$ cat src/rtl/dbg_mem_seq_pkg.sv
package dbg_mem_seq_pkg;

  localparam int DR_W  = 16;
  localparam int IR_W  = 8;
  localparam int IDX_W = 5;

  typedef enum logic [2:0] {
    OP_HALT      = 3'd0,
    OP_RELEASE   = 3'd1,
    OP_SETPC     = 3'd2,
    OP_WAITFETCH = 3'd3,
    OP_READ      = 3'd4,
    OP_WRITE     = 3'd5
  } op_e;

  localparam logic [2:0] OP_LAST = 3'd5;

  typedef enum logic [2:0] {
    ST_IR, ST_DR, ST_LO, ST_HI, ST_END, ST_LOOP
  } kind_e;

  typedef enum logic [1:0] {
    SRC_CONST, SRC_ADDR, SRC_DATA
  } src_e;

  typedef struct packed {
    kind_e           kind;
    src_e            src;
    logic            capture;
    logic            poll;
    logic [DR_W-1:0] value;
  } step_t;

  // control words placed on the target's control register
  localparam logic [DR_W-1:0] CW_RD_WORD  = 16'h2409;
  localparam logic [DR_W-1:0] CW_RD_BYTE  = 16'h2419;
  localparam logic [DR_W-1:0] CW_WR_WORD  = 16'h2408;
  localparam logic [DR_W-1:0] CW_WR_BYTE  = 16'h2418;
  localparam logic [DR_W-1:0] CW_RUN      = 16'h2401;
  localparam logic [DR_W-1:0] CW_FREE_LO  = 16'h3401;
  localparam logic [DR_W-1:0] OPC_SELFJMP = 16'h3FFF;
  localparam logic [DR_W-1:0] OPC_LOADPC  = 16'h4030;
  localparam logic [DR_W-1:0] BYTE_SPACE_TOP = 16'h00FF;

  localparam int FETCH_BIT = 7;

  // fixed step positions of the fetch-wait program
  localparam logic [IDX_W-1:0] WF_POLL_IDX = 5'd1;
  localparam logic [IDX_W-1:0] WF_END_IDX  = 5'd5;
  // write program re-enters the read program at this offset
  localparam logic [IDX_W-1:0] WR_READ_OFS = 5'd8;

  function automatic step_t mk(kind_e k, src_e s, logic cap, logic pl, logic [DR_W-1:0] v);
    step_t r;
    r.kind    = k;
    r.src     = s;
    r.capture = cap;
    r.poll    = pl;
    r.value   = v;
    return r;
  endfunction

  function automatic step_t s_ir(logic [IR_W-1:0] code);
    return mk(ST_IR, SRC_CONST, 1'b0, 1'b0, {{(DR_W-IR_W){1'b0}}, code});
  endfunction

  function automatic step_t s_dr(logic [DR_W-1:0] v);
    return mk(ST_DR, SRC_CONST, 1'b0, 1'b0, v);
  endfunction

  function automatic step_t s_src(src_e s);
    return mk(ST_DR, s, 1'b0, 1'b0, '0);
  endfunction

  function automatic step_t s_cap(logic pl);
    return mk(ST_DR, SRC_CONST, 1'b1, pl, '0);
  endfunction

  function automatic step_t s_ctl(kind_e k);
    return mk(k, SRC_CONST, 1'b0, 1'b0, '0);
  endfunction

endpackage

$ cat src/rtl/dbg_seq_rom.sv
module dbg_seq_rom
  import dbg_mem_seq_pkg::*;
#(
  parameter logic [IR_W-1:0] IR_CTRL = 8'h13,
  parameter logic [IR_W-1:0] IR_ADDR = 8'h83,
  parameter logic [IR_W-1:0] IR_DATA = 8'h41,
  parameter logic [IR_W-1:0] IR_D2A  = 8'h85,
  parameter logic [IR_W-1:0] IR_ACAP = 8'h84,
  parameter logic [IR_W-1:0] IR_CCAP = 8'h14
) (
  input  op_e              op,
  input  logic [IDX_W-1:0] idx,
  input  logic             wide,
  output step_t            step
);

  function automatic step_t read_step(logic [IDX_W-1:0] k, logic w);
    case (k)
      5'd0:    return s_ctl(ST_LO);
      5'd1:    return s_ir(IR_CTRL);
      5'd2:    return s_dr(w ? CW_RD_WORD : CW_RD_BYTE);
      5'd3:    return s_ir(IR_ADDR);
      5'd4:    return s_src(SRC_ADDR);
      5'd5:    return s_ir(IR_D2A);
      5'd6:    return s_ctl(ST_HI);
      5'd7:    return s_ctl(ST_LO);
      5'd8:    return s_cap(1'b0);
      default: return s_ctl(ST_END);
    endcase
  endfunction

  function automatic step_t write_step(logic [IDX_W-1:0] k, logic w);
    case (k)
      5'd0:    return s_ctl(ST_LO);
      5'd1:    return s_ir(IR_CTRL);
      5'd2:    return s_dr(w ? CW_WR_WORD : CW_WR_BYTE);
      5'd3:    return s_ir(IR_ADDR);
      5'd4:    return s_src(SRC_ADDR);
      5'd5:    return s_ir(IR_D2A);
      5'd6:    return s_src(SRC_DATA);
      5'd7:    return s_ctl(ST_HI);
      default: return read_step(k - WR_READ_OFS, w);
    endcase
  endfunction

  function automatic step_t halt_step(logic [IDX_W-1:0] k);
    case (k)
      5'd0:    return s_ir(IR_DATA);
      5'd1:    return s_dr(OPC_SELFJMP);
      5'd2:    return s_ctl(ST_LO);
      5'd3:    return s_ir(IR_CTRL);
      5'd4:    return s_dr(CW_RD_WORD);
      5'd5:    return s_ctl(ST_HI);
      default: return s_ctl(ST_END);
    endcase
  endfunction

  function automatic step_t release_step(logic [IDX_W-1:0] k);
    case (k)
      5'd0:    return s_ctl(ST_LO);
      5'd1:    return s_ir(IR_CTRL);
      5'd2:    return s_dr(CW_RUN);
      5'd3:    return s_ir(IR_ACAP);
      5'd4:    return s_ctl(ST_HI);
      default: return s_ctl(ST_END);
    endcase
  endfunction

  function automatic step_t setpc_step(logic [IDX_W-1:0] k);
    case (k)
      5'd0:    return s_ir(IR_CTRL);
      5'd1:    return s_dr(CW_FREE_LO);
      5'd2:    return s_ir(IR_DATA);
      5'd3:    return s_dr(OPC_LOADPC);
      5'd4:    return s_ctl(ST_LO);
      5'd5:    return s_ctl(ST_HI);
      5'd6:    return s_src(SRC_ADDR);
      5'd7:    return s_ctl(ST_LO);
      5'd8:    return s_ir(IR_ACAP);
      5'd9:    return s_ctl(ST_HI);
      5'd10:   return s_ctl(ST_LO);
      5'd11:   return s_ir(IR_CTRL);
      5'd12:   return s_dr(CW_RUN);
      default: return s_ctl(ST_END);
    endcase
  endfunction

  function automatic step_t fetch_step(logic [IDX_W-1:0] k);
    case (k)
      5'd0:    return s_ir(IR_CCAP);
      5'd1:    return s_cap(1'b1);
      5'd2:    return s_ctl(ST_LO);
      5'd3:    return s_ctl(ST_HI);
      5'd4:    return s_ctl(ST_LOOP);
      default: return s_ctl(ST_END);
    endcase
  endfunction

  always_comb begin
    case (op)
      OP_HALT:      step = halt_step(idx);
      OP_RELEASE:   step = release_step(idx);
      OP_SETPC:     step = setpc_step(idx);
      OP_WAITFETCH: step = fetch_step(idx);
      OP_READ:      step = read_step(idx, wide);
      OP_WRITE:     step = write_step(idx, wide);
      default:      step = s_ctl(ST_END);
    endcase
  end

endmodule

$ cat src/rtl/dbg_shift_port.sv
module dbg_shift_port
  import dbg_mem_seq_pkg::*;
(
  input  logic            running,
  input  step_t           step,
  input  logic [DR_W-1:0] addr,
  input  logic [DR_W-1:0] data,
  output logic            req,
  output logic            is_ir,
  output logic [DR_W-1:0] out_val
);

  always_comb begin
    req   = running && ((step.kind == ST_IR) || (step.kind == ST_DR));
    is_ir = (step.kind == ST_IR);
    case (step.src)
      SRC_ADDR: out_val = addr;
      SRC_DATA: out_val = data;
      default:  out_val = step.value;
    endcase
  end

endmodule

$ cat src/rtl/dbg_poll_ctr.sv
module dbg_poll_ctr #(
  parameter int POLL_W = 8
) (
  input  logic              clk,
  input  logic              rst_n,
  input  logic              clr,
  input  logic              inc,
  input  logic [POLL_W-1:0] limit,
  output logic              last
);

  logic [POLL_W-1:0] cnt_q, cnt_d;
  logic              cnt_en;

  always_comb begin
    cnt_en = clr | inc;
    cnt_d  = clr ? '0 : cnt_q + 1'b1;
    // the poll now completing is the final one allowed
    last   = ({1'b0, cnt_q} + {{POLL_W{1'b0}}, 1'b1}) >= {1'b0, limit};
  end

  always_ff @(posedge clk or negedge rst_n) begin
    if (!rst_n)      cnt_q <= '0;
    else if (cnt_en) cnt_q <= cnt_d;
  end

endmodule

$ cat src/rtl/dbg_mem_seq.sv
module dbg_mem_seq
  import dbg_mem_seq_pkg::*;
#(
  parameter int               POLL_W  = 8,
  parameter logic [IR_W-1:0]  IR_CTRL = 8'h13,
  parameter logic [IR_W-1:0]  IR_ADDR = 8'h83,
  parameter logic [IR_W-1:0]  IR_DATA = 8'h41,
  parameter logic [IR_W-1:0]  IR_D2A  = 8'h85,
  parameter logic [IR_W-1:0]  IR_ACAP = 8'h84,
  parameter logic [IR_W-1:0]  IR_CCAP = 8'h14
) (
  input  logic              clk,
  input  logic              rst_n,
  input  logic              cmd_valid,
  input  logic [2:0]        cmd_op,
  input  logic [DR_W-1:0]   cmd_addr,
  input  logic [DR_W-1:0]   cmd_data,
  input  logic [POLL_W-1:0] poll_limit,
  output logic              cmd_ready,
  output logic              done,
  output logic [DR_W-1:0]   rdata,
  output logic              timeout,
  output logic              shift_req,
  output logic              shift_is_ir,
  output logic [DR_W-1:0]   shift_out,
  input  logic              shift_ack,
  input  logic [DR_W-1:0]   shift_in,
  output logic              tgt_clk
);

  typedef enum logic {S_IDLE, S_RUN} state_e;

  state_e            state_q, state_d;
  op_e               op_q, op_d;
  logic [DR_W-1:0]   addr_q, addr_d;
  logic [DR_W-1:0]   data_q, data_d;
  logic [POLL_W-1:0] limit_q, limit_d;
  logic [IDX_W-1:0]  idx_q, idx_d;
  logic              tclk_q, tclk_d;
  logic [DR_W-1:0]   rdata_q, rdata_d;
  logic              tmo_pend_q, tmo_pend_d;
  logic              timeout_q, timeout_d;
  logic              done_q, done_d;

  step_t step;
  logic  running, wide, accept, op_legal, poll_inc, poll_last;

  assign running  = (state_q == S_RUN);
  assign wide     = (addr_q > BYTE_SPACE_TOP);
  assign op_legal = (cmd_op <= OP_LAST);
  assign accept   = (state_q == S_IDLE) && cmd_valid && op_legal;
  assign poll_inc = running && step.poll && shift_ack;

  dbg_seq_rom #(
    .IR_CTRL(IR_CTRL), .IR_ADDR(IR_ADDR), .IR_DATA(IR_DATA),
    .IR_D2A(IR_D2A),   .IR_ACAP(IR_ACAP), .IR_CCAP(IR_CCAP)
  ) u_rom (
    .op   (op_q),
    .idx  (idx_q),
    .wide (wide),
    .step (step)
  );

  dbg_shift_port u_port (
    .running (running),
    .step    (step),
    .addr    (addr_q),
    .data    (data_q),
    .req     (shift_req),
    .is_ir   (shift_is_ir),
    .out_val (shift_out)
  );

  dbg_poll_ctr #(.POLL_W(POLL_W)) u_poll (
    .clk   (clk),
    .rst_n (rst_n),
    .clr   (accept),
    .inc   (poll_inc),
    .limit (limit_q),
    .last  (poll_last)
  );

  // next-state
  always_comb begin
    state_d    = state_q;
    op_d       = op_q;
    addr_d     = addr_q;
    data_d     = data_q;
    limit_d    = limit_q;
    idx_d      = idx_q;
    tclk_d     = tclk_q;
    rdata_d    = rdata_q;
    tmo_pend_d = tmo_pend_q;
    timeout_d  = timeout_q;
    done_d     = 1'b0;
    case (state_q)
      S_IDLE: begin
        if (accept) begin
          state_d    = S_RUN;
          op_d       = op_e'(cmd_op);
          addr_d     = cmd_addr;
          data_d     = cmd_data;
          limit_d    = poll_limit;
          idx_d      = '0;
          tmo_pend_d = 1'b0;
          timeout_d  = 1'b0;
        end
      end
      S_RUN: begin
        case (step.kind)
          ST_IR, ST_DR: begin
            if (shift_ack) begin
              idx_d = idx_q + 1'b1;
              if (step.capture) rdata_d = shift_in;
              if (step.poll) begin
                if (shift_in[FETCH_BIT]) begin
                  idx_d = WF_END_IDX;
                end else if (poll_last) begin
                  idx_d      = WF_END_IDX;
                  tmo_pend_d = 1'b1;
                end
              end
            end
          end
          ST_LO: begin
            tclk_d = 1'b0;
            idx_d  = idx_q + 1'b1;
          end
          ST_HI: begin
            tclk_d = 1'b1;
            idx_d  = idx_q + 1'b1;
          end
          ST_LOOP: idx_d = WF_POLL_IDX;
          default: begin
            state_d   = S_IDLE;
            done_d    = 1'b1;
            timeout_d = tmo_pend_q;
          end
        endcase
      end
      default: state_d = S_IDLE;
    endcase
  end

  // registers
  always_ff @(posedge clk or negedge rst_n) begin
    if (!rst_n) begin
      state_q    <= S_IDLE;
      op_q       <= OP_HALT;
      addr_q     <= '0;
      data_q     <= '0;
      limit_q    <= '0;
      idx_q      <= '0;
      tclk_q     <= 1'b1;
      rdata_q    <= '0;
      tmo_pend_q <= 1'b0;
      timeout_q  <= 1'b0;
      done_q     <= 1'b0;
    end else begin
      state_q    <= state_d;
      op_q       <= op_d;
      addr_q     <= addr_d;
      data_q     <= data_d;
      limit_q    <= limit_d;
      idx_q      <= idx_d;
      tclk_q     <= tclk_d;
      rdata_q    <= rdata_d;
      tmo_pend_q <= tmo_pend_d;
      timeout_q  <= timeout_d;
      done_q     <= done_d;
    end
  end

  assign cmd_ready = (state_q == S_IDLE);
  assign done      = done_q;
  assign rdata     = rdata_q;
  assign timeout   = timeout_q;
  assign tgt_clk   = tclk_q;

endmodule

$ cat config.mk
export PLATFORM = sky130hd
export DESIGN_NAME = dbg_mem_seq
export DESIGN_NICKNAME = d
export VERILOG_FILES = /design/src/rtl/dbg_mem_seq_pkg.sv /design/src/rtl/dbg_seq_rom.sv /design/src/rtl/dbg_shift_port.sv /design/src/rtl/dbg_poll_ctr.sv /design/src/rtl/dbg_mem_seq.sv
export SDC_FILE = /design/constraint.sdc
export NUM_CORES = 1
export LEC_CHECK = 0
export ABC_AREA = 1
export BUFFER_PORTS_ARGS = -buffer_cell sky130_fd_sc_hd__clkbuf_2
export CORE_MARGIN = 2
export CORE_UTILIZATION = 50
export DETAILED_ROUTE_END_ITERATION = 16
export HOLD_SLACK_MARGIN = 0.06
export PLACE_DENSITY_LB_ADDON = 0.12
export SLEW_MARGIN = 20
export SYNTH_ARGS = -nofsm -noshare
export SYNTH_HDL_FRONTEND = slang
export SYNTH_SLANG_ARGS = --single-unit
$ cat constraint.sdc
create_clock -name clk -period 2.9 [get_ports clk]
set_input_delay 0.29 -clock clk [delete_from_list [all_inputs] [get_ports clk]]
set_output_delay 0.29 -clock clk [all_outputs]
set_load 0.005 [all_outputs]
; After elaboration in Yosys (flattened, before gate mapping)
; Memories as Yosys holds them, arrays and structs flattened.
; Cells that the tools add are included.
[totals]
input_bits = 63
wordCells = 114
mem_bits_ro = 240
regBits = 77
n_memories = 1
output_inout_bits = 38
[op_classes]
bitwise = 2
n_eq_ne = 36
n_addsub = 4
n_reduce_logical = 22
mux = 34
n_lt_le_gt_ge = 3
[mem_list]
columns = memory, depth, word_bits, read_ports, rd_ports_with_merged_regs, write_ports, line_no
row1 = (no name shown), 16, 15, 1, 0, 0, dbg_seq_rom.sv:70  ; case (k)
[ops]
columns = operator, count
row1 = $pmux W23 S8, 3
row2 = $pmux W23 S6, 2
row3 = $pmux W23 S5, 2
row4 = $eq A5 B3 Y1 const B, 8
row5 = $mux W5, 7
row6 = $pmux W16 S2, 1
row7 = $mux W23, 1
row8 = $eq A5 B2 Y1 const B, 4
row9 = $gt A16 B8 Y1 const B, 1
row10 = $pmux W5 S3, 1
row11 = $eq A3 B2 Y1 const B, 4
row12 = $mux W1, 11
row13 = $eq A5 B1 Y1 const B, 2
row14 = $eq A5 B4 Y1 const B, 2
row15 = $logic_not A5 Y1, 2
row16 = $pmux W5 S2, 1
row17 = $add A8 B1 Y9 const B, 1
row18 = $eq A3 B3 Y1 const B, 3
row19 = $ge A9 B8 Y1, 1
row20 = $add A8 B1 Y8 const B, 1
row21 = $mux W8, 1
row22 = $ne A2 B1 Y1 const B, 4
row23 = $pmux W1 S2, 4
row24 = $reduce_or A2 Y1, 4
row25 = 20 further kinds, 30

; Depth between registers and ports, before layout
[depth]
ltp_word = 10
mapped_depth = 20
depth_no_buf = 20

; Cells and area by module
; A second synthesis with hierarchy kept.
[unflattened]
cells_unflattened = 751
area_unflattened_um2 = 5190.0
[by_module_without_submodules]
columns = module, seq_area_each_um2, cells_per_inst, n_inst, area_per_inst_um2
row1 = dbg_mem_seq, 1727.9, 339, 1, 2947.8
row2 = dbg_seq_rom, 0.0, 211, 1, 1076.0
row3 = dbg_poll_ctr, 200.2, 91, 1, 656.9
row4 = dbg_shift_port, 0.0, 110, 1, 509.2

; Least setup slack after synthesis
; Ideal clock, no wire load.
[synth_path]
path_type = register -> output
from = reg idx_q[3]
to = out shift_out[5]
path_stages_with_launch = 16
setup_slack_ps = -49
arrival_time_ps = 2659
path_buffers = 4
required_ps = 2610
path_cell_list = dfrtp_1 -> buf_6 -> inv_2 -> ha_1 -> clkbuf_1 -> inv_1 -> nor2_1 -> inv_1 -> nor2_1 -> inv_1 -> ha_1 -> clkbuf_1 -> clkinv_1 -> clkbuf_1 -> nand2_1 -> nand3_1
[synth_between]
elab_chain_len = 8
word_cells_on_any_way = 31
classes_between = add/sub (1) / eq/ne (18) / mux (7) / reduce/logical (4) / memory (1)
[synth_rtl]
columns = item, line_no
row1 = from (decl), dbg_mem_seq.sv:38  ; logic [IDX_W-1:0] idx_q, idx_d;
row2 = from (signal assigned), dbg_mem_seq.sv:165  ; idx_q <= idx_d;
row3 = $sub A5 B4 Y5, dbg_seq_rom.sv:42  ; default: return read_step(k - WR_READ_OFS, w);
row4 = $eq A5 B3 Y1 / $logic_not A5 Y1 (equally long branches), dbg_seq_rom.sv:18  ; case (k)
row5 = $reduce_or A2 Y1 (no source line), -
row6 = $pmux W23 S8, dbg_seq_rom.sv:18
row7 = $pmux W23 S8, dbg_seq_rom.sv:33  ; case (k)
row8 = $pmux W23 S6 (*), dbg_seq_rom.sv:100  ; case (op)
row9 = $eq A2 B2 Y1 / $eq A2 B1 Y1 (equally long branches), dbg_shift_port.sv:16  ; case (step.src)
row10 = $pmux W16 S2 (*), dbg_shift_port.sv:16
row11 = to (decl), dbg_mem_seq.sv:25  ; output logic [DR_W-1:0] shift_out,
; Every way passes the cells marked *; elsewhere a longest branch is shown, timed or not.

; Worst setup path in the final report
[layout_path]
from = reg idx_q[0]
to = out shift_out[7]
; The elaborated chain is that of the path after synthesis.

==> key figures <==
Setup path
  • Setup CP Type: flip-flop to primary output
  • Crit-path leading delay family: compound AO/OA/AOI/OAI gates
  • Critical path cell sequence: inv_2 > ha_4 > nand2_2 > o21ai_1 > o211ai_1 > nand2_2 > inv_1 > ha_4 > buf_4 > a22o_1 > a21o_1 > clkbuf_2
  • Max FO, Critical Path: 8
  • Crit-path slowest cell: dfrtp_1
  • Worst setup SP type: flip-flop
  • Critical Path End Type: primary output
  • Crit-path max cell delay: 0.40 ns
  • Worst EP required: 2.61 ns
  • Crit path DAT: 2.50 ns
  • Critical path buffers and inverters: 4

Power
  • NetSw: 2.512 mW
  • Leakage: 3.427 nW
  • VDD IR max: 0.0006576 V
  • Tot Pwr: 5.571 mW
  • Power Density: 901.5 nW/µm²
  • Sequential share of power: 31.5%
  • Clock power share: 15.9%
  • Combinational Power Share: 52.6%
  • Internal power: 3.059 mW
  • Switch share: 45.10%

Floorplan
  • Core Region: 9729 µm²
  • Boundary pin count: 101
  • # rows: 36
  • Total die area: 10750 µm²
  • Die W: 103.7 µm
  • Initial core utilization: 51.07%
  • Die height: 103.7 µm

Yosys
  • Synth top area share: 38.28%
  • Cells after Synth: 694
  • Most instantiated library cell after synthesis: nand2_1
  • Top cells by count, synth: 247 x nand2_1, 90 x inv_1, 76 x dfrtp_1
  • Net count after synthesis: 777
  • Synth Warn #: 0
  • #FFs+latches synth: 77
  • Post-synth EDFFs: 0
  • Mapped cell area: 4969 µm²
  • Xor/xnor cell area share of the yosys netlist: 1.410%
  • Yosys top cell by area: dfrtp_1
  • Post-synthesis compound-gate area fraction: 13.65%
  • Largest cells by area after synthesis: dfrtp_1 38%, nand2_1 19%, inv_1 6.8%, ha_1 5.0%, nand3_1 4.6%
  • Largest family of logic cells by synthesized area: simple AND/OR/NAND/NOR gates
  • Syn Area/Cell: 7.159 µm²
  • Dominant synthesized flop cell: dfrtp_1
  • Unique cell type count in the Yosys netlist: 38
  • Async S/R FF share, synth: 100.0%
  • Sequential element share of the synthesized area: 38.81%
  • Mux contribution to synthesized area: 0.2266%
  • Adder-Cell Fraction of Synth Area: 5.037%
  • Simple-gate share of the synthesized area: 31.20%

STA
  • Max frequency: 357.8 MHz
  • Max-slew violations: 0
  • Rel. slew slack: 36.66%
  • Worst setup margin: 0.1051 ns
  • Worst hold slack: 0.08681 ns
  • Setup TNS: 0 ns
  • Worst-margin pin slew: 0.9502 ns
  • Fin crit period: 2.795 ns
  • Period utilisation layout: 96.38%
  • Fin Clk Skew: 0.008412 ns
  • Final setup vio count: 0
  • Hold violation count in the final report: 0
  • RSZ-0062 raised after global routing: yes

CTS
  • Clock Tree Root: clkbuf_8
  • Clock sink count: 77
  • CTS Hold Bufs: 0
  • Bufs on Longest Clock Path: 2
  • H-Tree Depth: 3
  • Worst-path clk slew: 0.08 ns
  • CTS tree: built
  • Inserted Clock Buffers: 9
  • Clock Latency Late Sink: 0.36 ns

Layout
  • Multi-input gate area: 2729 µm²
  • Final non-filler cell total: 954
  • Area Overhead vs Synth: 24.38%
  • Fraction of layout cells with a size suffix above 1: 26.43%
  • Fin util: 63.52%
  • Seq. cell area: 1932 µm²
  • Cell area after layout: 6180 µm²
  • Fillcell total: 954
  • Ant. Diodes: 0
  • NumNets Final: 899

Placement
  • Gpl congestion: 0.9095
  • Post-DP HPWL: 10.56 mm
  • Placed Area: 5655 µm²
  • Setup WS pre-CTS: 0.1636 ns
  • Cells after DPL: 923
  • Port Buf Inserts: 100

Routing
  • Vias per inst: 5.122
  • Vias: 4886
  • DR WL/cell: 14.74 µm
  • Post-Route WL: 14.07 mm
  • Post-route ant nets: 0
  • TritonRoute pass-1 iters: 5
  • DRC: 0
  • DRT iter0 DRCs: 227

GRT
  • Largest net degree at the start of global routing: 78
  • Initial antenna violation count: 0
  • Grt total ovfl: 0
  • Vias in the first global route: 4595
  • GRT Total Usage: 26.39%
  • First-pass GRT wire length: 22.51 mm

Worst hold path
  • Worst hold-check path type: primary input to async pin

Run
  • Max cap viols: 0

Outcome
  • Status: completed
-- worst paths after layout --
path	startpoint	endpoint	slack [ns]	depth (start not counted)
max in group asynchronous	rst_n	idx_q[2]	2.17	1
min in group clk	cmd_data[4]	data_q[4]	0.12	3
setup reg to reg	u_poll.cnt_q[0]	idx_q[0]	0.24	17
hold reg to reg	data_q[11]	data_q[11]	0.48	2
hold / removal	rst_n	limit_q[4]	0.09	1
setup / recovery	idx_q[0]	shift_out[7]	0.11	12
-- registers in the layout, summed over array words and instances, names as in the netlist --
name,cells
limit_q,8
tmo_pend_q,1
u_poll.cnt_q,8
tgt_clk,1
timeout,1
done,1
running,1
data_q,16
idx_q,5
rdata,16
addr_q,16
op_q,3
-- per-layer routing --
metal	share of wire, %	vias to the layer above	wire, µm	track usage, %
met1	44	2260	6188	35.62
met4	2.0	0	278	8.494
li1	-	2464	-	-
met2	48	143	6796	42.48
met5	0	-	0	0
met3	5.7	19	801	5.853
-- kinds of logic after synthesis --
kind of cell / after synthesis
buffers and inverters: 116
and+or+nand+nor: 369
muxes: 1
xor gates and xnor gates: 8
DFF: 77
AOI/OAI and AO/OA: 103
adders and majority gates: 20
-- timing repair --
| action | 4_1_cts | 5_1_grt |
|---|---|---|
| endpoints found under the setup margin | 18 | 23 |
| pin swaps | 2 | 9 |
| resized for setup | 18 | 33 |
| setup buffers | 1 | 14 |
-- worst reg2reg max path: stages, from the launching register on --
cell	delay, ns
dfrtp_2	0.41
ha_1	0.19
nand3_1	0.13
nor3_2	0.19
xor2_1	0.22
ha_1	0.29
nand3_1	0.09
nor2_1	0.05
nand2_1	0.05
nand2_1	0.05
o21ai_0	0.16
nand4_1	0.13
o21ai_1	0.21
nand2_1	0.08
nand2_1	0.12
nand2_1	0.07
nand2_1	0.06
nand2_1	0.05
-- power by group through the flow --
stage | Combinational [mW] | Sequential, mW | Clock (mW)
2_1_floorplan | 1.77 | 1.68 | 0
4_1_cts | 2.69 | 1.75 | 0.917
3_3_place_gp | 2.59 | 1.76 | 0
6_report | 2.93 | 1.76 | 0.886
3_5_place_dp | 2.63 | 1.76 | 0
5_1_grt | 3.27 | 1.80 | 0.949
-- cell type report --
type / count / share of cell area [%]
multi-input combinational: 501 / 44.16
tap: 133 / 2.693
clock inverter: 6 / 1.417
inverter: 95 / 5.851
timing repair buffer: 132 / 12.55
sequential: 77 / 31.26
clock buffer: 10 / 2.065
-- cells in the final DEF, fill, tap and decap left out, types with 3 or more instances in the layout --
cell type,synthesis,routed
o21ai_1,2,3
a22o_1,9,9
ha_4,0,5
o21ai_0,39,37
dfrtp_1,76,73
inv_1,90,84
o22ai_1,3,3
clkinv_4,0,3
o21ai_2,16,17
a21oi_1,11,11
clkbuf_2,0,99
clkbuf_8,0,9
ha_1,20,14
nand4_1,9,9
xor2_1,8,8
o211ai_1,6,6
nand3_1,46,42
nor3_2,2,3
inv_2,3,9
buf_4,0,29
nor2_4,4,9
nand2_2,8,9
nand3_2,1,3
nand2_1,247,244
nand3_4,1,3
a221oi_1,4,4
nor2_1,49,42
dfrtp_2,0,3
Note: power is estimated with default switching activity, not from simulation.
